$ cat src/rtl/spi_tm_pkg.sv
package spi_tm_pkg;

  typedef enum logic [2:0] {
    ST_IDLE  = 3'd0,
    ST_SETUP = 3'd1,
    ST_ACT   = 3'd2,
    ST_REST  = 3'd3,
    ST_HOLD  = 3'd4,
    ST_LINK  = 3'd5,
    ST_GAP   = 3'd6
  } spi_tm_state_e;

endpackage

$ cat src/rtl/spi_tm_phase_timer.sv
module spi_tm_phase_timer #(
  parameter int CNT_W = 8
) (
  input  logic             clk,
  input  logic             rst_n,
  input  logic             load,
  input  logic [CNT_W-1:0] load_val,
  output logic             done
);

  logic [CNT_W-1:0] cnt_q, cnt_d;
  logic             cnt_en;

  // Load on a phase change, otherwise count down to zero and stay there.
  always_comb begin
    cnt_en = load | (cnt_q != '0);
    if (load) cnt_d = load_val;
    else      cnt_d = cnt_q - 1'b1;
  end

  always_ff @(posedge clk or negedge rst_n) begin
    if (!rst_n)      cnt_q <= '0;
    else if (cnt_en) cnt_q <= cnt_d;
  end

  assign done = (cnt_q == '0);

endmodule

$ cat src/rtl/spi_tm_ctrl.sv
module spi_tm_ctrl
  import spi_tm_pkg::*;
#(
  parameter int CNT_W = 8,
  parameter int LEN_W = 4
) (
  input  logic             clk,
  input  logic             rst_n,
  input  logic             en,
  input  logic [CNT_W-1:0] sck_hi_cnt,
  input  logic [CNT_W-1:0] sck_lo_cnt,
  input  logic [CNT_W-1:0] cs_setup_cnt,
  input  logic [CNT_W-1:0] cs_hold_cnt,
  input  logic [CNT_W-1:0] cs_idle_cnt,
  input  logic             cpol,
  input  logic             cpha,
  input  logic [LEN_W-1:0] frame_len,
  input  logic             cont_cs,
  input  logic             rx_only,
  input  logic             start,
  input  logic             rx_trig,
  input  logic             cs_release,
  input  logic             tmr_done,
  output spi_tm_state_e    st,
  output logic             tmr_load,
  output logic [CNT_W-1:0] tmr_val,
  output logic             accept,
  output logic             tx_adv,
  output logic             rx_cap,
  output logic             frame_end
);

  spi_tm_state_e    st_q, st_d;
  logic [LEN_W-1:0] bcnt_q, bcnt_d;
  logic             bcnt_en;
  logic             last_bit;
  logic             lead, trail;
  logic             go_req;
  logic [CNT_W-1:0] act_len, rest_len;

  // Active level is the opposite of the rest level; pick counts by level.
  assign act_len  = cpol ? sck_lo_cnt : sck_hi_cnt;
  assign rest_len = cpol ? sck_hi_cnt : sck_lo_cnt;
  assign last_bit = (bcnt_q == frame_len);
  assign go_req   = rx_only ? rx_trig : start;

  always_comb begin
    accept = en & go_req &
             ((st_q == ST_IDLE) | ((st_q == ST_LINK) & ~cs_release));
    st_d = st_q;
    unique case (st_q)
      ST_IDLE:  if (accept)   st_d = ST_SETUP;
      ST_SETUP: if (tmr_done) st_d = ST_ACT;
      ST_ACT:   if (tmr_done) st_d = last_bit ? ST_HOLD : ST_REST;
      ST_REST:  if (tmr_done) st_d = ST_ACT;
      ST_HOLD:  if (tmr_done) st_d = cont_cs ? ST_LINK : ST_GAP;
      ST_LINK: begin
        if (cs_release)  st_d = ST_GAP;
        else if (accept) st_d = ST_SETUP;
      end
      ST_GAP:   if (tmr_done) st_d = ST_IDLE;
      default:  st_d = ST_IDLE;
    endcase
    if (!en) st_d = ST_IDLE;
  end

  always_comb begin
    tmr_load = (st_d != st_q);
    unique case (st_d)
      ST_SETUP: tmr_val = cs_setup_cnt;
      ST_ACT:   tmr_val = act_len;
      ST_REST:  tmr_val = rest_len;
      ST_HOLD:  tmr_val = cs_hold_cnt;
      ST_GAP:   tmr_val = cs_idle_cnt;
      default:  tmr_val = '0;
    endcase
  end

  // SCK edges are the entries into and exits from the active level.
  assign lead  = en & (st_q != ST_ACT) & (st_d == ST_ACT);
  assign trail = en & (st_q == ST_ACT) & (st_d != ST_ACT);

  assign tx_adv    = cpha ? (trail & ~last_bit) : (lead & (bcnt_q != '0));
  assign rx_cap    = cpha ? lead : trail;
  assign frame_end = trail & last_bit;

  always_comb begin
    bcnt_en = accept | trail;
    if (accept) bcnt_d = '0;
    else        bcnt_d = bcnt_q + 1'b1;
  end

  always_ff @(posedge clk or negedge rst_n) begin
    if (!rst_n)       bcnt_q <= '0;
    else if (bcnt_en) bcnt_q <= bcnt_d;
  end

  always_ff @(posedge clk or negedge rst_n) begin
    if (!rst_n) st_q <= ST_IDLE;
    else        st_q <= st_d;
  end

  assign st = st_q;

endmodule

$ cat src/rtl/spi_tm_shifter.sv
module spi_tm_shifter #(
  parameter int DATA_W = 16,
  parameter int LEN_W  = 4
) (
  input  logic              clk,
  input  logic              rst_n,
  input  logic              load,
  input  logic [DATA_W-1:0] tx_word,
  input  logic              rx_only,
  input  logic              tx_only,
  input  logic              tx_msb_first,
  input  logic              rx_msb_first,
  input  logic [LEN_W-1:0]  frame_len,
  input  logic              tx_adv,
  input  logic              rx_cap,
  input  logic              frame_end,
  input  logic              miso,
  output logic              mosi,
  output logic [DATA_W-1:0] rx_data,
  output logic              tx_empty,
  output logic              rx_full
);

  logic [DATA_W-1:0] tx_q;
  logic [DATA_W-1:0] rsh_q, rsh_d;
  logic [DATA_W-1:0] rxo_q;
  logic [LEN_W-1:0]  tpos_q, tpos_d;
  logic [LEN_W-1:0]  rpos_q, rpos_d;
  logic [LEN_W-1:0]  tx_idx, rx_idx;
  logic              tpos_en, rpos_en, rsh_en, rxo_en;
  logic              txe_q, rxf_q;

  // Bit positions are addressed directly instead of shifting the word.
  assign tx_idx = tx_msb_first ? (frame_len - tpos_q) : tpos_q;
  assign rx_idx = rx_msb_first ? (frame_len - rpos_q) : rpos_q;
  assign mosi   = ~rx_only & tx_q[tx_idx];

  always_comb begin
    tpos_en = load | tx_adv;
    tpos_d  = load ? '0 : tpos_q + 1'b1;
    rpos_en = load | rx_cap;
    rpos_d  = load ? '0 : rpos_q + 1'b1;
    rsh_en  = load | rx_cap;
    rsh_d   = rsh_q;
    if (load)        rsh_d = '0;
    else if (rx_cap) rsh_d[rx_idx] = miso;
    rxo_en  = frame_end & ~tx_only;
  end

  always_ff @(posedge clk or negedge rst_n) begin
    if (!rst_n)    tx_q <= '0;
    else if (load) tx_q <= rx_only ? '0 : tx_word;
  end

  always_ff @(posedge clk or negedge rst_n) begin
    if (!rst_n) begin
      tpos_q <= '0;
      rpos_q <= '0;
    end else begin
      if (tpos_en) tpos_q <= tpos_d;
      if (rpos_en) rpos_q <= rpos_d;
    end
  end

  always_ff @(posedge clk or negedge rst_n) begin
    if (!rst_n)      rsh_q <= '0;
    else if (rsh_en) rsh_q <= rsh_d;
  end

  // The final capture (second-edge mode) lands in the same cycle as the
  // frame end, so the output copy takes the next-state word.
  always_ff @(posedge clk or negedge rst_n) begin
    if (!rst_n)      rxo_q <= '0;
    else if (rxo_en) rxo_q <= rsh_d;
  end

  always_ff @(posedge clk or negedge rst_n) begin
    if (!rst_n) begin
      txe_q <= 1'b0;
      rxf_q <= 1'b0;
    end else begin
      txe_q <= load & ~rx_only;
      rxf_q <= rxo_en;
    end
  end

  assign rx_data  = rxo_q;
  assign tx_empty = txe_q;
  assign rx_full  = rxf_q;

endmodule

$ cat src/rtl/spi_timed_master.sv
module spi_timed_master
  import spi_tm_pkg::*;
#(
  parameter int DATA_W = 16,
  parameter int CNT_W  = 8,
  localparam int LEN_W = $clog2(DATA_W)
) (
  input  logic              clk,
  input  logic              rst_n,
  input  logic              en,
  input  logic [CNT_W-1:0]  sck_hi_cnt,
  input  logic [CNT_W-1:0]  sck_lo_cnt,
  input  logic [CNT_W-1:0]  cs_setup_cnt,
  input  logic [CNT_W-1:0]  cs_hold_cnt,
  input  logic [CNT_W-1:0]  cs_idle_cnt,
  input  logic              cpol,
  input  logic              cpha,
  input  logic              tx_msb_first,
  input  logic              rx_msb_first,
  input  logic [LEN_W-1:0]  frame_len,
  input  logic              cont_cs,
  input  logic              tx_only,
  input  logic              rx_only,
  input  logic              start,
  input  logic [DATA_W-1:0] tx_data,
  input  logic              rx_trig,
  input  logic              cs_release,
  input  logic              miso,
  output logic              sck,
  output logic              mosi,
  output logic              cs_n,
  output logic [DATA_W-1:0] rx_data,
  output logic              busy,
  output logic              idle,
  output logic              tx_empty,
  output logic              rx_full
);

  logic [1:0]       rst_pipe_q;
  logic             core_rst_n;
  spi_tm_state_e    st;
  logic             tmr_load, tmr_done;
  logic [CNT_W-1:0] tmr_val;
  logic             accept, tx_adv, rx_cap, frame_end;

  // Reset asserts asynchronously and is released on a clock edge.
  always_ff @(posedge clk or negedge rst_n) begin
    if (!rst_n) rst_pipe_q <= 2'b00;
    else        rst_pipe_q <= {rst_pipe_q[0], 1'b1};
  end
  assign core_rst_n = rst_pipe_q[1];

  spi_tm_phase_timer #(.CNT_W(CNT_W)) u_timer (
    .clk      (clk),
    .rst_n    (core_rst_n),
    .load     (tmr_load),
    .load_val (tmr_val),
    .done     (tmr_done)
  );

  spi_tm_ctrl #(.CNT_W(CNT_W), .LEN_W(LEN_W)) u_ctrl (
    .clk          (clk),
    .rst_n        (core_rst_n),
    .en           (en),
    .sck_hi_cnt   (sck_hi_cnt),
    .sck_lo_cnt   (sck_lo_cnt),
    .cs_setup_cnt (cs_setup_cnt),
    .cs_hold_cnt  (cs_hold_cnt),
    .cs_idle_cnt  (cs_idle_cnt),
    .cpol         (cpol),
    .cpha         (cpha),
    .frame_len    (frame_len),
    .cont_cs      (cont_cs),
    .rx_only      (rx_only),
    .start        (start),
    .rx_trig      (rx_trig),
    .cs_release   (cs_release),
    .tmr_done     (tmr_done),
    .st           (st),
    .tmr_load     (tmr_load),
    .tmr_val      (tmr_val),
    .accept       (accept),
    .tx_adv       (tx_adv),
    .rx_cap       (rx_cap),
    .frame_end    (frame_end)
  );

  spi_tm_shifter #(.DATA_W(DATA_W), .LEN_W(LEN_W)) u_shift (
    .clk          (clk),
    .rst_n        (core_rst_n),
    .load         (accept),
    .tx_word      (tx_data),
    .rx_only      (rx_only),
    .tx_only      (tx_only),
    .tx_msb_first (tx_msb_first),
    .rx_msb_first (rx_msb_first),
    .frame_len    (frame_len),
    .tx_adv       (tx_adv),
    .rx_cap       (rx_cap),
    .frame_end    (frame_end),
    .miso         (miso),
    .mosi         (mosi),
    .rx_data      (rx_data),
    .tx_empty     (tx_empty),
    .rx_full      (rx_full)
  );

  assign sck  = (st == ST_ACT) ? ~cpol : cpol;
  assign cs_n = (st == ST_IDLE) | (st == ST_GAP);
  assign busy = (st == ST_SETUP) | (st == ST_ACT) | (st == ST_REST) |
                (st == ST_HOLD);
  assign idle = (st == ST_IDLE);

endmodule

$ cat config.mk
export PLATFORM = sky130hd
export DESIGN_NAME = spi_timed_master
export DESIGN_NICKNAME = d
export VERILOG_FILES = /design/src/rtl/spi_tm_pkg.sv /design/src/rtl/spi_tm_phase_timer.sv /design/src/rtl/spi_tm_ctrl.sv /design/src/rtl/spi_tm_shifter.sv /design/src/rtl/spi_timed_master.sv
export SDC_FILE = /design/constraint.sdc
export NUM_CORES = 1
export LEC_CHECK = 0
export ABC_AREA = 1
export ABC_CLOCK_PERIOD_IN_PS = 3100
export BUFFER_PORTS_ARGS = -buffer_cell sky130_fd_sc_hd__buf_2
export CORE_UTILIZATION = 29
export DETAILED_ROUTE_END_ITERATION = 8
export GPL_TIMING_DRIVEN = 0
export HOLD_SLACK_MARGIN = 0.03
export PLACE_DENSITY = 0.46
export SETUP_SLACK_MARGIN = 0.3
export SYNTH_ARGS = -nofsm -noshare
export SYNTH_HDL_FRONTEND = slang
export SYNTH_SLANG_ARGS = --single-unit
$ cat constraint.sdc
create_clock -name clk -period 3.1 [get_ports clk]
set_input_delay 0.62 -clock clk [delete_from_list [all_inputs] [get_ports clk]]
set_output_delay 0.62 -clock clk [all_outputs]
set_load 0.02 [all_outputs]
==> impl_metrics.tcl <==
set metrics [dict create \
    power.density_mw_per_mm2 537 \
    path_max_fanout 8 \
    cp_num_buf_inv 1 \
    ant_nets 0 \
    synth_top_area_cell "dfrtp_1" \
    cp-end-kind "primary output" \
    die_h_um 133 \
    h-tree-depth 3 \
    hpwl_um 10400 \
    root_buffer "clkbuf_16" \
    postSynth.asyncResetShare 1.00 \
    gp_congestion 0.905 \
    r2r_setup_slack_ns 0.46 \
    period_minus_slack_ns 3.04 \
    max_stage_delay_ns 0.48 \
    num_vias 4771 \
    route.detailed.drc 0 \
    synth_most_common_cell "nand2_1" \
    antenna_found_initial 1 \
    clkTransAtPathRegs_ns 0.06 \
    synth_fp_nets 776 \
    fin_total_pwr_w 0.00341 \
    start_util 0.299 \
    arrival_ns 2.42 \
    outcome "completed" \
    dp.cells 1005 \
    instances_no_fill 1035 \
    power_leakage_nw 3.26 \
    synth_area_leaders "dfrtp_1, nand2_1, o21ai_0, inv_1, nor2_1" \
    core-area_mm2 0.0166 \
    required_ns 2.48 \
    synth_seq_cells 75 \
    slew_headroom 0.635 \
    irDropWorstVdd_v 0.000251 \
    synth_top_area_frac 0.378 \
    hold_viol 0 \
    crit_path_frequent_cell "o21ai_1" \
    slew_viol_final 0 \
    die_x_um 133 \
    crit_path_top_delay_cell "fa_1" \
    synth_cell_type_count 42 \
    via_per_inst 4.61 \
    clock.fmax_mhz 329 \
    rows 47 \
    netlist_top_cells_count "nand2_1, inv_1, dfrtp_1, o21ai_0, nor2_1" \
    ios 97 \
    finalCritPeriodShare 0.981 \
    cp_cell_sequence "ha_4 > fa_1 > o21ai_4 > a21oi_1 > o21ai_1 > o21ai_1 > nand2_1 > nand2_2 > a211oi_4 > buf_6" \
    cts_made_buffers 9 \
    grtUsageTotal 0.160 \
    start_kind "register" \
    crit_family "compound AO/OA/AOI/OAI gates" \
    setup_tns_ns 0 \
    clock_latency_ns 0.34 \
    wl_per_cell_um 13.3 \
    avgSynthCellArea_um2 7.21 \
    cts_tree "done" \
    grt_max_degree 53 \
    fin_util 0.382 \
    clock_skew_ns 0.00667 \
    yosysWarnings 0 \
    setup_violations 0 \
    first_pass_iters 4 \
    hp-class "in -> async" \
    dpl_cell_area_mm2 0.00577 \
    ys_seq_area_frac 0.378 \
    crit_type "reg -> out" \
    final_nets 896 \
    synthFlopType "dfrtp_1" \
    max-clock-path-buffers 2 \
    grt_pass1_wl_um 22800 \
    first_global_vias 4845 \
    routed_wl_um 13700 \
    worst_slew_pin_slew_ns 0.542 \
    final_layout_size_suffix_gt1_frac 0.249 \
    synthesis.area_mm2 0.00497 \
    holdBufCountCts 0 \
    cts.sinks 75 \
    drt_iter0_markers 204 \
    syn_inst 689 \
    portBuffers 95 \
    grt_overflow 0 \
    die-area_mm2 0.0177 \
    layout-area-overhead-vs-synth_pct 27.8 \
    synth_edf_count 0 \
    grt_setup_unrepaired "yes" \
    cap_viol_max_count 0 \
    fin_area_mm2 0.00635 \
    fill_cells 1770 \
]
[worst paths after layout]
kind,start,endpoint,depth (start not counted)
max,u_shift.tpos_q[0],mosi,10
min,rst_n,rst_pipe_q[1],1
max reg2reg,u_timer.cnt_q[0],u_shift.rx_data[1],18
min reg2reg,rst_pipe_q[1],u_shift.rx_data[1],0
max in group asynchronous,rst_pipe_q[1],u_shift.tpos_q[0],1
min in group clk,rst_pipe_q[0],rst_pipe_q[1],0
[placed cells by master, fill, tap and decap left out, drive strengths merged]
master / count
xnor2: 2
xor2: 12
fa: 2
a22o: 4
nor2: 56
clkinvlp: 2
a21oi: 21
and3: 3
o211ai: 3
clkinv: 4
o31ai: 6
o21ai: 71
ha: 11
diode: 1
nor3: 8
nand3b: 3
o21a: 8
buf: 118
nand3: 38
nand2: 229
bufinv: 2
clkbuf: 18
inv: 88
nand4: 25
a211oi: 4
dfrtp: 75
conb: 1
[metal layers]
metal	vias up	track usage	share of wire
met5	-	0	0.00095
met4	2	0.0568	0.015
met3	19	0.0333	0.042
met2	106	0.277	0.48
met1	2171	0.195	0.46
li1	2473	-	-
[per-stage QoR]
step / hold WS, ns / setup slack (ns)
after floorplan: 0.324 / 0.323
after global placement: 0.337 / -0.203
after detailed placement: 0.241 / -0.254
after CTS: 0.0415 / 0.00599
after global routing: 0.0345 / -0.0479
final: 0.0499 / 0.0586
[worst reg2reg max path, delay by kind of cell (launching register included)]
family                   cells  cell delay, ns
AND/OR/NAND/NOR             15            1.67
buffers and inverters        2            0.26
adder cells (fa/ha/maj)      1            0.21
flip-flops                   1            0.38
[report_power, final]
part,switching (W),internal (W)
clock network,0.000429,0.000707
logic,0.000671,0.000426
registers,0.0000836,0.00110
total,0.00118,0.00223
[flip-flops by register name, summed over array words and instances (netlist names)]
signal,cells
u_timer.cnt_q,8
u_shift.tpos_q,4
u_ctrl.st,3
u_shift.rpos_q,4
u_shift.rsh_q,16
u_shift.tx_q,16
u_ctrl.bcnt_q,4
u_shift.rx_data,16
u_shift.tx_empty,1
u_shift.rx_full,1
rst_pipe_q,2
[what timing repair did]
item	CTS	global route
setup endpoints to repair	9	34
pin swaps	1	6
buffers inserted	1	11
resized for setup	18	29
gates cloned	0	1
[final cells by class]
type / instances / area [µm²] / area share
Multi-Input combinational cell: 507 / 2820 / 0.444
Clock inverter: 6 / 90.1 / 0.0142
Inverter: 90 / 344 / 0.0542
Antenna cell: 1 / 2.50 / 0.000394
Buffer: 18 / 106 / 0.0167
Timing Repair Buffer: 108 / 602 / 0.0948
Clock buffer: 10 / 229 / 0.0361
Tap cell: 220 / 275 / 0.0433
Sequential cell: 75 / 1880 / 0.296
[logic make-up (layout without fill, tap and decap cells)]
family | Yosys count | after routing | synth area share
other | 1 | 2 | 0.000755
and+or+nand+nor | 362 | 362 | 0.337
adders and majority gates | 13 | 13 | 0.0358
xor gates and xnor gates | 14 | 14 | 0.0262
buffers and inverters | 108 | 232 | 0.0894
AOI/OAI and AO/OA | 116 | 117 | 0.133
DFF | 75 | 75 | 0.378
(Power assumes the default switching activity.)
